### config.mk
export PLATFORM = sky130hd
export DESIGN_NAME = reset_gen_unit
export DESIGN_NICKNAME = d
export VERILOG_FILES = /design/src/rtl/rgu_pkg.sv /design/src/rtl/rgu_line.sv /design/src/rtl/rgu_regport.sv /design/src/rtl/reset_gen_unit.sv
export SDC_FILE = /design/constraint.sdc
export NUM_CORES = 1
export LEC_CHECK = 0
export ABC_CLOCK_PERIOD_IN_PS = 1900
export BUFFER_PORTS_ARGS = -buffer_cell sky130_fd_sc_hd__buf_2
export CAP_MARGIN = 40
export CORE_MARGIN = 1
export CORE_UTILIZATION = 40
export CTS_BUF_LIST = sky130_fd_sc_hd__clkbuf_4 sky130_fd_sc_hd__clkbuf_8
export CTS_CLUSTER_SIZE = 28
export DETAILED_ROUTE_END_ITERATION = 16
export HOLD_SLACK_MARGIN = 0.12
export SYNTH_ARGS = -nofsm -noshare
export SYNTH_HDL_FRONTEND = slang
export SYNTH_SLANG_ARGS = --single-unit
### constraint.sdc
create_clock -name clk -period 1.9 [get_ports clk]
set_input_delay 0.285 -clock clk [delete_from_list [all_inputs] [get_ports clk]]
set_output_delay 0.285 -clock clk [all_outputs]
set_load 0.1 [all_outputs]
### src/rtl/rgu_pkg.sv
package rgu_pkg;
    localparam int WORD_W = 32;

    typedef enum logic [1:0] {
        LN_IDLE  = 2'd0,
        LN_PULSE = 2'd1,
        LN_HELD  = 2'd2
    } line_state_e;
endpackage

### src/rtl/rgu_line.sv
module rgu_line
    import rgu_pkg::*;
#(
    parameter bit STICKY    = 1'b0,
    parameter int PULSE_CYC = 2
) (
    input  logic clk,
    input  logic rst_n,
    input  logic soft_rst,
    input  logic set_i,
    input  logic clr_i,
    output logic active_o
);
    localparam int CNT_W = (PULSE_CYC > 1) ? $clog2(PULSE_CYC) : 1;
    localparam logic [CNT_W-1:0] CNT_LOAD = CNT_W'(PULSE_CYC - 1);
    localparam line_state_e RST_STATE = STICKY ? LN_HELD : LN_IDLE;

    line_state_e state_q, state_d;
    logic [CNT_W-1:0] cnt_q, cnt_d;
    logic act_q;

    always_comb begin
        state_d = state_q;
        cnt_d   = cnt_q;
        unique case (state_q)
            LN_IDLE: begin
                if (set_i) begin
                    state_d = STICKY ? LN_HELD : LN_PULSE;
                    cnt_d   = CNT_LOAD;
                end
            end
            LN_PULSE: begin
                if (set_i) begin
                    cnt_d = CNT_LOAD;
                end else if (cnt_q == '0) begin
                    state_d = LN_IDLE;
                end else begin
                    cnt_d = cnt_q - 1'b1;
                end
            end
            LN_HELD: begin
                if (clr_i) state_d = LN_IDLE;
            end
            default: state_d = LN_IDLE;
        endcase
        if (soft_rst) begin
            state_d = RST_STATE;
            cnt_d   = '0;
        end
    end

    always_ff @(posedge clk or negedge rst_n) begin
        if (!rst_n) begin
            state_q <= RST_STATE;
            cnt_q   <= '0;
        end else begin
            state_q <= state_d;
            cnt_q   <= cnt_d;
        end
    end

    always_ff @(posedge clk or negedge rst_n) begin
        if (!rst_n) act_q <= STICKY;
        else        act_q <= (state_d != LN_IDLE);
    end

    assign active_o = act_q;

    assert_pulse_release_R2: assert property (@(posedge clk) disable iff (!rst_n)
        (state_q == LN_PULSE && cnt_q == '0 && !set_i && !soft_rst) |=> !active_o);

    assert_ignore_clear_R6: assert property (@(posedge clk) disable iff (!rst_n)
        (state_q == LN_PULSE && cnt_q != '0 && clr_i && !soft_rst) |=> active_o);

    assert_sticky_hold_R8: assert property (@(posedge clk) disable iff (!rst_n)
        (state_q == LN_HELD && !clr_i && !soft_rst) |=> active_o);
endmodule

### src/rtl/rgu_regport.sv
module rgu_regport
    import rgu_pkg::*;
#(
    parameter int          NUM_LINES = 64,
    parameter int          ADDR_W    = 12,
    parameter logic [11:0] CTRL_BASE = 12'h100,
    parameter logic [11:0] STAT_BASE = 12'h150
) (
    input  logic                 clk,
    input  logic                 rst_n,
    input  logic                 bus_wr,
    input  logic                 bus_rd,
    input  logic [ADDR_W-1:0]    bus_addr,
    input  logic [WORD_W-1:0]    bus_wdata,
    input  logic [NUM_LINES-1:0] active,
    output logic [NUM_LINES-1:0] set_vec,
    output logic [NUM_LINES-1:0] clr_vec,
    output logic [WORD_W-1:0]    bus_rdata
);
    localparam int WORDS = NUM_LINES / WORD_W;

    logic [WORDS-1:0] ctrl_hit, stat_hit;
    logic [WORD_W-1:0] rd_mux;
    logic rd_hit;

    for (genvar w = 0; w < WORDS; w++) begin : g_word
        assign ctrl_hit[w] = (bus_addr == ADDR_W'(CTRL_BASE + 4 * w));
        assign stat_hit[w] = (bus_addr == ADDR_W'(STAT_BASE + 4 * w));
        assign set_vec[w*WORD_W +: WORD_W] = (bus_wr && ctrl_hit[w]) ? bus_wdata : '0;
        assign clr_vec[w*WORD_W +: WORD_W] = (bus_wr && ctrl_hit[w]) ? ~bus_wdata : '0;
    end

    assign rd_hit = (|ctrl_hit) || (|stat_hit);

    always_comb begin
        rd_mux = '0;
        for (int w = 0; w < WORDS; w++) begin
            if (ctrl_hit[w]) rd_mux = active[w*WORD_W +: WORD_W];
            if (stat_hit[w]) rd_mux = ~active[w*WORD_W +: WORD_W];
        end
    end

    always_ff @(posedge clk or negedge rst_n) begin
        if (!rst_n)      bus_rdata <= '0;
        else if (bus_rd) bus_rdata <= rd_mux;
    end

    assert_unmapped_zero_R10: assert property (@(posedge clk) disable iff (!rst_n)
        (bus_rd && !rd_hit) |=> (bus_rdata == '0));

    assert_status_inverse_R4: assert property (@(posedge clk) disable iff (!rst_n)
        (bus_rd && stat_hit[0]) |=> (bus_rdata == ~$past(active[WORD_W-1:0])));
endmodule

### src/rtl/reset_gen_unit.sv
module reset_gen_unit
    import rgu_pkg::*;
#(
    parameter int              NUM_LINES   = 64,
    parameter int              ADDR_W      = 12,
    parameter int              PULSE_CYC   = 2,
    parameter logic [63:0]     STICKY_MASK = (64'd1 << 12) | (64'd1 << 56)
) (
    input  logic                 clk,
    input  logic                 rst_n,
    input  logic                 bus_wr,
    input  logic                 bus_rd,
    input  logic [ADDR_W-1:0]    bus_addr,
    input  logic [WORD_W-1:0]    bus_wdata,
    output logic [WORD_W-1:0]    bus_rdata,
    output logic [NUM_LINES-1:0] rst_lines
);
    logic [NUM_LINES-1:0] set_vec, clr_vec, active;
    logic core_kill;

    rgu_regport #(
        .NUM_LINES(NUM_LINES),
        .ADDR_W   (ADDR_W)
    ) u_regport (
        .clk      (clk),
        .rst_n    (rst_n),
        .bus_wr   (bus_wr),
        .bus_rd   (bus_rd),
        .bus_addr (bus_addr),
        .bus_wdata(bus_wdata),
        .active   (active),
        .set_vec  (set_vec),
        .clr_vec  (clr_vec),
        .bus_rdata(bus_rdata)
    );

    assign core_kill = set_vec[0];

    for (genvar i = 0; i < NUM_LINES; i++) begin : g_line
        rgu_line #(
            .STICKY   (STICKY_MASK[i]),
            .PULSE_CYC(PULSE_CYC)
        ) u_line (
            .clk     (clk),
            .rst_n   (rst_n),
            .soft_rst((i == 0) ? 1'b0 : core_kill),
            .set_i   (set_vec[i]),
            .clr_i   (clr_vec[i]),
            .active_o(active[i])
        );
    end

    assign rst_lines = active;

    assert_core_reset_R9: assert property (@(posedge clk) disable iff (!rst_n)
        core_kill |=> (rst_lines[0] &&
            ((rst_lines & NUM_LINES'(STICKY_MASK)) == NUM_LINES'(STICKY_MASK)) &&
            ((rst_lines & ~NUM_LINES'(STICKY_MASK)) == NUM_LINES'(1))));
endmodule

### Word-level counts from Yosys, hierarchy flattened

Index checks and enable logic that the tools add are counted.

| storage, ports and cells | value |
|---|---|
| register bits after elaboration | 288 |
| input bits | 48 |
| output and inout bits | 96 |

| cells by class | value |
|---|---|
| bitwise logic cells | 3 |
| equal/unequal tests | 196 |
| muxes and demuxes | 710 |
| reductions and logical operators | 258 |
| add/sub/neg operators | 64 |

Operators by type and width:

| operator | count |
|---|---|
| two-way mux 2 bit | 319 |
| one-hot mux 2 bit (3 select lines) | 64 |
| two-way mux 32 bit | 8 |
| two-way mux 1 bit | 255 |
| != test 3 x 2 -> 1 bit, second input constant | 63 |
| nonzero test 3 bit | 63 |
| nonzero test 2 bit | 65 |
| == test 2 x 1 -> 1 bit, second input constant | 64 |
| == test 2 bit, second input constant | 64 |
| logical NOT 2 bit | 64 |
| one-hot mux 1 bit (2 select lines) | 64 |
| AND reduction 2 bit | 64 |
| inverter 32 bit | 3 |
| subtractor 1 bit, second input constant | 64 |
| == test 12 x 9 -> 1 bit, second input constant | 4 |
| logical AND 1 bit | 2 |
| != test 2 bit, second input constant | 1 |

### Longest topological paths before layout

Gate-level depths: netlist of run 1.

| logic depth | value |
|---|---|
| depth in word-level cells | 7 |
| depth in mapped cells | 8 |
| gate-level depth less buffers | 4 |

### By module

Synthesis of run 1 repeated with hierarchy kept, for this count alone.

| second synthesis, totals | value |
|---|---|
| cell total of the unflattened synthesis | 1,185 |
| area total of the unflattened synthesis | 13,963.4 um^2 |

Modules (own cells, without submodules):

| module | area each (um^2) | cells each | instances |
|---|---|---|---|
| rgu_line at g_line[0].u_line ... | 168.9 | 12 | 62 |
| rgu_regport | 3,144.3 | 406 | 1 |
| rgu_line at g_line[12].u_line ... | 171.4 | 17 | 2 |
| reset_gen_unit | 3.8 | 1 | 1 |

### Worst setup path before layout of run 1

No wires, ideal clock.

| path | value |
|---|---|
| path kind | input port to flip-flop |
| from | input port bus_addr[9] |
| to | register g_line[40].u_line.act_q |
| slack | -227 ps |
| library setup time | 136 ps |
| stages | 6 |
| buffers on the path | 2 |
| data arrival time | 1,991 ps |
| required time | 1,764 ps |
| cell sequence | or4b_2 > or4_4 > buf_6 > buf_2 > a31oi_1 > a21oi_1 |

| between the ends | value |
|---|---|
| longest elaborated chain between the ends | 7 |
| elaborated cells on any way between the ends | 13 |

RTL lines:

| what | RTL line | text |
|---|---|---|
| start, declared | reset_gen_unit.sv:13 | `input logic [ADDR_W-1:0] bus_addr,` |
| == test 12 x 9 -> 1 bit | rgu_regport.sv:27 | `assign ctrl_hit[w] = (bus_addr == ADDR_W'(CTRL_BASE + 4 * w));` |
| logical AND 1 bit | rgu_regport.sv:29, rgu_regport.sv:30 |  |
| two-way mux 32 bit, on equally long branches | rgu_regport.sv:30, rgu_regport.sv:29 |  |
| two-way mux 2 bit, on equally long branches | rgu_line.sv:42, rgu_line.sv:27, rgu_line.sv:33 |  |
| one-hot mux 2 bit (3 select lines) | rgu_line.sv:25 | `unique case (state_q)` |
| two-way mux 2 bit * | rgu_line.sv:46 | `if (soft_rst) begin` |
| nonzero test 2 bit * | rgu_line.sv:64 | `else act_q <= (state_d != LN_IDLE);` |
| end signal, assigned | rgu_line.sv:64 |  |
| end, declared | rgu_line.sv:20 | `logic act_q;` |

Mark *: on every way between the ends. The rest lies on a longest branch, timed or not.
A chain may end at the register's enable or synchronous reset.

### Worst setup path after layout of run 1

| path | value |
|---|---|
| from | register g_line[52].u_line.act_q |
| to | output port rst_lines[52] |

RTL lines:

| what | RTL line | text |
|---|---|---|
| start, declared | rgu_line.sv:20 |  |
| start signal, assigned | rgu_line.sv:64 |  |
| end, declared | reset_gen_unit.sv:16 | `output logic [NUM_LINES-1:0] rst_lines` |

No word-level cell between the ends.

==> results of run 1 <==
cell families (layout without fill, tap and decap cells):
family / Yosys count / count (layout) / synth area share
compound gates: 469 / 469 / 0.203
buf+inv: 327 / 479 / 0.106
flops: 288 / 288 / 0.506
mux: 35 / 35 / 0.0246
other cells: 0 / 1 / 0
simple gates: 424 / 424 / 0.161
state kept, by name, summed over array words and instances (netlist names):
name,cells
g_line.u_line.active_o,64
u_regport.bus_rdata,32
g_line.u_line.cnt_q,64
g_line.u_line.state_q,128
how the worst min path moves through the flow:
stage,startpoint,end,depth (start not counted)
2_1_floorplan,rst_n,g_line[0].u_line.active_o,0
4_1_cts,bus_wdata[0],g_line[0].u_line.state_q[1],3
3_5_place_dp,rst_n,g_line[45].u_line.state_q[0],1
3_3_place_gp,rst_n,g_line[45].u_line.state_q[1],1
6_report,bus_wdata[0],g_line[0].u_line.state_q[1],3
5_1_grt,bus_wdata[0],g_line[0].u_line.state_q[1],3
metal layers:
metal,GRT usage,routed length (um),up-vias
met5,0,13,-
met4,0.0548,586,2
met3,0.0328,2040,50
met2,0.304,15800,337
met1,0.294,17700,5722
li1,-,-,5701
per-stage QoR:
step                std cells  utilization  hold slack [ns]
floorplan                1543            -          -0.0106
global placement         2035        0.443            0.226
detailed placement       2035        0.443            0.224
CTS                      2150        0.481            0.137
global route             2151        0.481            0.160
finish                   2151        0.481            0.182
layout make-up:
class                           count  area [sq um]  share of cell area
Sequential cell                   288          7210               0.431
Timing Repair Buffer              249          1830               0.109
Clock inverter                      4          20.0             0.00120
Antenna cell                        1          2.50            0.000150
Clock buffer                       79           987              0.0590
Tap cell                          455           569              0.0340
Multi-Input combinational cell    928          5560               0.332
Inverter                          147           552              0.0330
worst min-delay path, stage by stage:
cell and delay, ns:
buf_2 0.10, buf_4 0.16, o211a_1 0.16
what timing repair did:
| item | CTS | global route |
|---|---|---|
| hold buffers | 32 | 0 |
| buffers inserted | 0 | 0 |
| hold endpoints to repair | 471 | 0 |
where the power goes:
part	total [W]	leakage [nW]	switching (W)	internal [W]
Combinational	0.000645	3.18	0.000440	0.000205
Clock	0.00569	0.542	0.00244	0.00325
Sequential	0.00619	3.24	0.0000276	0.00617
Total	0.0125	6.97	0.00291	0.00962
cells in the final DEF (no fill, tap or decap), types with 2 or more instances in the layout:
master,netlist,routed
dlygate4sd3_1,0,32
nor2b_1,47,47
nand3_1,58,58
nand2_1,92,92
mux2i_1,35,35
a21oi_1,129,129
o22ai_1,33,33
and2_1,4,4
inv_1,147,147
or3_1,3,3
a31oi_1,21,21
and3_1,22,22
buf_2,18,141
dfrtp_1,284,284
nor2_1,34,33
clkbuf_8,0,63
a211oi_1,36,36
dfstp_2,4,4
nor4_1,23,22
nand3b_1,13,13
a311oi_1,27,27
nor3_1,83,83
o211ai_1,56,56
o21ai_1,4,5
a22oi_1,51,51
buf_4,64,57
clkinv_2,0,4
or4_4,2,2
o31ai_1,3,3
clkbuf_4,0,16
nor4b_1,36,36
buf_12,0,18
o21ai_0,105,104
==> flow_metrics.tcl, run 1 <==
set metrics [dict create \
    fin_nets 1710 \
    timing.reg2reg.setup_slack_ns 0.61 \
    clock_sinks 288 \
    crit_slowest_cell "dfrtp_1" \
    cts_buffers 48 \
    synth_warnings 0 \
    synth_nets 1591 \
    synth_most_common_cell "dfrtp_1" \
    path_class "register to output port" \
    p_per_area_nw_per_um2 749 \
    rows 68 \
    synth-edff-count 0 \
    synth.distinct_cells 41 \
    gp_congestion 0.792 \
    timing.rr.start "g_line[22].u_line.state_q[1]" \
    grt_pass1_vias 11100 \
    clk_path_buf_depth 3 \
    p_total_w 0.0125 \
    area_growth_pct 17.3 \
    die-area_sq_um 36400 \
    hold_viol_final 0 \
    drc_errors 0 \
    place_area_sq_um 15400 \
    placement.io_buffers 143 \
    via_per_inst 5.49 \
    r2r_cells 3 \
    clock-root-buffer "clkbuf_8" \
    syn_avg_cell_area_sq_um 9.24 \
    start_util 0.410 \
    cp_max_fo 3 \
    crit_required_ns 1.62 \
    place_hpwl_um 24400 \
    cts_tree "yes" \
    ys_ff_latch 288 \
    clock_skew_ns 0.0209 \
    worst_slew_pin_slew_ns 0.564 \
    crit_cells 1 \
    slowest_delay_ns 0.50 \
    end_kind "output port" \
    synthTopCellsByCount "284 x dfrtp_1, 147 x inv_1, 129 x a21oi_1" \
    synth_flop_cell "dfrtp_1" \
    finalWorstSetupSlack_ns 0.0557 \
    max-vdd-ir-drop_mv 0.457 \
    synthesis.area_sq_um 14300 \
    cts-resized-gates 0 \
    clk_latency_ns 0.57 \
    dieHeight_um 191 \
    power.leakage_nw 6.97 \
    slew_headroom 0.619 \
    grt_max_degree 62 \
    overflow 0 \
    arrival_ns 1.56 \
    antenna_left 0 \
    antenna_found_initial 2 \
    htree_levels 2 \
    critPathCapture "rst_lines[52]" \
    slew_viol_final 0 \
    yosysTopAreaCell "dfrtp_1" \
    final.min_clock_period_ns 1.84 \
    clk_pin_slew_ns 0.06 \
    drtIter0Drc 791 \
    path_cells "buf_2" \
    fin_crit_sh 0.971 \
    yosysSeqAreaShare 0.506 \
    grt_pass1_wl_um 58700 \
    fin_area_sq_um 16700 \
    timing.rr.end "g_line[22].u_line.active_o" \
    max_freq_mhz 542 \
    wl_per_cell_um 16.8 \
    ys_top_cells_by_area "dfrtp_1 50%, a21oi_1 4.5%, inv_1 3.9%" \
    critPathLaunch "g_line[52].u_line.active_o" \
    boundaryPins 144 \
    rsz0062_at_grt "no" \
    startpoint_type "register" \
    grt.total_usage 0.201 \
    crit_family "flip-flops" \
    post-place-ws_ns -0.343 \
    drt_wl_total_um 36100 \
    core_sq_um 34800 \
    vias 11800 \
    synth_cells 1543 \
    dr.pass1.iters 5 \
    cp_num_buf_inv 1 \
    maxCapViolCount 0 \
    setup_tns_ns 0 \
    hold_path_class "primary input to register" \
    synth-async-reset-ratio 1.00 \
    status "complete, no violations" \
    setup_viol 0 \
    drive_above_1_share 0.183 \
    synth_top_area_share 0.498 \
    die_w_um 191 \
    fillCellCount 3277 \
]
(Power assumes the default switching activity.)
==> run 2, diff against run 1 <==
Settings changed: BUFFER_PORTS_ARGS -buffer_cell sky130_fd_sc_hd__buf_2 to -buffer_cell sky130_fd_sc_hd__clkbuf_2.
==> run 2 against run 1 <==
- sequential power barely moved
- sequential share of layout area barely moved
- via count fell by 0.21%
- critical path depth did not move
- final cell count fell by 0.33%
- clock power rose by 3.9%
- die area did not move
- setup slack got worse by 0.0045 ns
- register-to-register slack improved by 0.08 ns
- maximum frequency fell by 0.24%
- utilization barely moved
- critical path type unchanged
- critical endpoint unchanged
- largest power group unchanged
==> flow_metrics.tcl, run 2 (synthesis gave the netlist of run 1 again) <==
set metrics [dict create \
    crit_cells 1 \
    crit_family "buffers and inverters" \
    die-area_sq_um 36400 \
    slew_viol_final 0 \
    via_per_inst 5.50 \
    postCtsSetupBuffers 0 \
    n_antenna_cell 0 \
    worst_slew_pin_slew_ns 0.725 \
    max-vdd-ir-drop_mv 0.544 \
    crit_required_ns 1.62 \
    drive_above_1_share 0.180 \
    mostFrequentLayoutCell "dfrtp_1" \
    core_sq_um 34800 \
    slowest_delay_ns 0.51 \
    grt_pass1_wl_um 58100 \
    clock_sinks 288 \
    path_class "register to output port" \
    fin_nets 1700 \
    die_w_um 191 \
    clk_latency_ns 0.57 \
    arrival_ns 1.56 \
    place_hpwl_um 24200 \
    placedCellCount 2022 \
    max_freq_mhz 541 \
    clk_pin_slew_ns 0.06 \
    hold_path_class "primary input to asynchronous set/reset pin" \
    cp_num_buf_inv 1 \
    status "complete, no violations" \
    post-place-ws_ns -0.284 \
    overflow 0 \
    antenna_found_initial 1 \
    gp_congestion 0.796 \
    r2r_cells 4 \
    rows 68 \
    largest_reg_flops 128 \
    antenna_left 0 \
    clk_path_buf_depth 3 \
    maxCapViolCount 0 \
    finalWorstSetupSlack_ns 0.0512 \
    startpoint_type "register" \
    largest-register "g_line.u_line.state_q" \
    p_per_area_nw_per_um2 760 \
    setup_viol 0 \
    clock-root-buffer "clkbuf_8" \
    finalNonFillerCells 2144 \
    start_util 0.410 \
    drc_errors 0 \
    area_growth_pct 17.4 \
    setup_tns_ns 0 \
    grt.total_usage 0.198 \
    vias 11800 \
    htree_levels 2 \
    dieHeight_um 191 \
    wl_per_cell_um 16.7 \
    rsz0062_at_grt "no" \
    dr.pass1.iters 5 \
    placement.io_buffers 143 \
    final.min_clock_period_ns 1.85 \
    cts_buffers 50 \
    slew_headroom 0.516 \
    cp_max_fo 3 \
    crit_slowest_cell "clkbuf_2" \
    grt_pass1_vias 11100 \
    grt_max_degree 61 \
    power.leakage_nw 6.99 \
    drt_wl_total_um 35800 \
    drtIter0Drc 787 \
    fin_crit_sh 0.973 \
    boundaryPins 144 \
    hold_viol_final 0 \
    clock_skew_ns 0.0207 \
    path_cells "clkbuf_2" \
    end_kind "output port" \
    cts_tree "yes" \
    layout_common_cells "284 x dfrtp_1, 147 x inv_1, 139 x clkbuf_2, 129 x a21oi_1, 104 x o21ai_0" \
]
-- run 2: cell types whose count changed in the layout (fill, tap and decap cells not counted), sizes merged --
cell         before  now
buf             217   64
clkbuf           79  223
clkinv            4    5
diode             1    0
dlygate4sd3      32   33
inv             147  148
-- run 2: path summary, 6_finish.rpt --
path                                               from                      endpoint  slack (ns)
min reg2reg                g_line[60].u_line.state_q[0]  g_line[60].u_line.state_q[1]        0.46
min in group clk                                 bus_rd        u_regport.bus_rdata[3]        0.25
min                                               rst_n  g_line[14].u_line.state_q[1]        0.17
max                          g_line[52].u_line.active_o                 rst_lines[52]        0.05
max in group asynchronous                         rst_n    g_line[12].u_line.active_o        1.08
max reg2reg                  g_line[18].u_line.active_o       u_regport.bus_rdata[18]        0.69
-- run 2: area by class of cell --
class,instances,area [sq um]
fill,3215,18000
sequential,288,7210
multi-input combinational,928,5560
timing repair buffer,237,1780
clock buffer,83,1040
tap,455,569
inverter,147,552
clock inverter,6,33.8
-- run 2: power breakdown --
| group | internal [W] | switching, W | leakage [nW] |
|---|---|---|---|
| Clock | 0.00342 | 0.00248 | 0.577 |
| Sequential | 0.00617 | 0.0000288 | 3.24 |
| Combinational | 0.000194 | 0.000437 | 3.17 |
| Total | 0.00979 | 0.00295 | 6.99 |
-- run 2: repair_timing --
item	in CTS	in global routing
setup endpoints to repair	1	1
gates resized for setup	1	1
hold endpoints to repair	455	0
hold buffers	33	0
-- run 2: metal layers --
| metal | vias to the layer above | wire (um) | global-route usage |
|---|---|---|---|
| li1 | 5694 | - | - |
| met1 | 5725 | 17400 | 0.289 |
| met2 | 300 | 15600 | 0.297 |
| met3 | 66 | 1930 | 0.0322 |
| met4 | 2 | 820 | 0.0646 |
| met5 | - | 13 | 0 |
-- run 2: metrics by stage --
stage               hold slack, ns  utilization  area, sq um  total power, W
floorplan                  -0.0106            -        14300         0.00660
global placement             0.172        0.441        15300         0.00687
detailed placement           0.173        0.441        15300         0.00688
CTS                          0.133        0.481        16700          0.0129
global route                 0.147        0.481        16700          0.0132
finish                       0.166        0.481        16700          0.0127
==> run 3, diff against run 2 <==
Settings changed: PLACE_DENSITY from default to 0.65.
==> run 3 against run 2 <==
- final cell count is 1.2% higher
- routed wire length is 0.55% higher
- critical path depth stayed put
- setup slack better by 0.0034 ns
- count of clock-buffer cells in the layout is 9 lower
- global-route usage is 0.22 points higher
- die area stayed put
- utilization is 0.93 points higher
- first-iteration DRC count is 14% higher
- highest routed layer unchanged
==> flow_metrics.tcl, run 3 (synthesis gave the netlist of run 1 again) <==
set metrics [dict create \
    largest_reg_flops 128 \
    maxCapViolCount 0 \
    via_per_inst 5.53 \
    slew_headroom 0.600 \
    p_per_area_nw_per_um2 757 \
    status "complete, no violations" \
    crit_family "flip-flops" \
    boundaryPins 144 \
    grt_pass1_vias 11300 \
    dr.pass1.iters 5 \
    slew_viol_final 0 \
    hold_ws_ns 0.190 \
    rows 68 \
    die-area_sq_um 36400 \
    crit_slowest_cell "dfstp_2" \
    crit_required_ns 1.62 \
    start_util 0.410 \
    power.leakage_nw 7.16 \
    setup_viol 0 \
    clock-root-buffer "clkbuf_8" \
    path_cells "clkbuf_2" \
    clock_sinks 288 \
    critPathLaunch "g_line[12].u_line.active_o" \
    vias 12000 \
    drc_errors 0 \
    grt_pass1_wl_um 58600 \
    antenna_found_initial 1 \
    clock_skew_ns 0.0166 \
    clk_latency_ns 0.57 \
    dieHeight_um 191 \
    crit_cells 1 \
    htree_levels 2 \
    worst_slew_pin_slew_ns 0.603 \
    end_kind "output port" \
    final.min_clock_period_ns 1.85 \
    die_w_um 191 \
    drtIter0Drc 901 \
    startpoint_type "register" \
    path_class "register to output port" \
    timing.rr.start "g_line[8].u_line.state_q[1]" \
    cts_tree "yes" \
    placement.io_buffers 143 \
    max_freq_mhz 542 \
    hold_viol_final 0 \
    cp_num_buf_inv 1 \
    core_sq_um 34800 \
    finalWorstSetupSlack_ns 0.0546 \
    cts_buffers 48 \
    drive_above_1_share 0.193 \
    r2r_cells 4 \
    post-place-ws_ns -0.291 \
    hold_path_class "primary input to register" \
    arrival_ns 1.56 \
    cp_max_fo 3 \
    grt.total_usage 0.200 \
    place_hpwl_um 24600 \
    grt_max_degree 54 \
    fillCellCount 3237 \
    slowest_delay_ns 0.54 \
    gp_congestion 0.806 \
    antenna_left 0 \
    largest-register "g_line.u_line.state_q" \
    wl_per_cell_um 16.6 \
    hp-start "bus_wdata[0]" \
    fin_crit_sh 0.971 \
    n_antenna_cell 0 \
    overflow 0 \
    layout_common_cells "284 x dfrtp_1, 147 x inv_1, 140 x clkbuf_2, 129 x a21oi_1, 104 x o21ai_0" \
    area_growth_pct 19.7 \
    drt_wl_total_um 36000 \
    clk_pin_slew_ns 0.06 \
    mostFrequentLayoutCell "dfrtp_1" \
    clk_path_buf_depth 3 \
    rsz0062_at_grt "no" \
    max-vdd-ir-drop_mv 0.495 \
    fin_nets 1727 \
    holdPathStages 4 \
]
run 3: cell types whose count changed in the layout (fill, tap and decap cells not counted), sizes merged:
cell         previous run  this run
clkinv                  5         8
clkinvlp                0         1
dlygate4sd3            33        32
clkbuf                223       215
bufinv                  0         2
buf                    64        93
run 3: layout make-up:
cell class,count,area (sq um),area share
clock inverters,12,116,0.00682
multi-input cells,928,5560,0.326
flip-flops and latches,288,7210,0.422
repair buffers,266,2080,0.122
inverters,147,552,0.0323
clock buffers,74,975,0.0571
well taps,455,569,0.0333
run 3: what timing repair did:
item	4_1_cts	5_1_grt
hold endpoints to repair	461	0
setup endpoints to repair	1	0
hold buffers	32	0
buffers inserted	0	0
gates resized for setup	1	0
run 3: worst paths after layout:
| kind | to | slack [ns] |
|---|---|---|
| min in group asynchronous | g_line[45].u_line.active_o | 0.22 |
| max | rst_lines[12] | 0.05 |
| max in group asynchronous | g_line[56].u_line.active_o | 1.01 |
| min | g_line[32].u_line.state_q[0] | 0.19 |
| max reg2reg | g_line[8].u_line.active_o | 0.75 |
| min reg2reg | g_line[12].u_line.state_q[1] | 0.47 |
run 3: per-layer routing:
| layer | GRT usage | wire length [um] |
|---|---|---|
| met5 | 0 | 13 |
| met4 | 0.0631 | 665 |
| met3 | 0.0407 | 2310 |
| met2 | 0.307 | 16300 |
| met1 | 0.282 | 16700 |
run 3: metrics by stage:
step                      utilization  cells  area [sq um]  setup TNS (ns)  power, W
after floorplan                     -   1543         14300           -5.34   0.00660
after global placement          0.450   2052         15700          -35.74   0.00689
after detailed placement        0.450   2052         15700          -39.74   0.00690
after CTS                       0.491   2170         17100               0    0.0131
after global routing            0.491   2170         17100               0    0.0134
final                           0.491   2170         17100               0    0.0129
run 3: power breakdown:
part           internal, W  switching [W]  total [W]
registers          0.00617      0.0000268    0.00619
clock network      0.00354        0.00254    0.00609
logic             0.000207       0.000443   0.000650
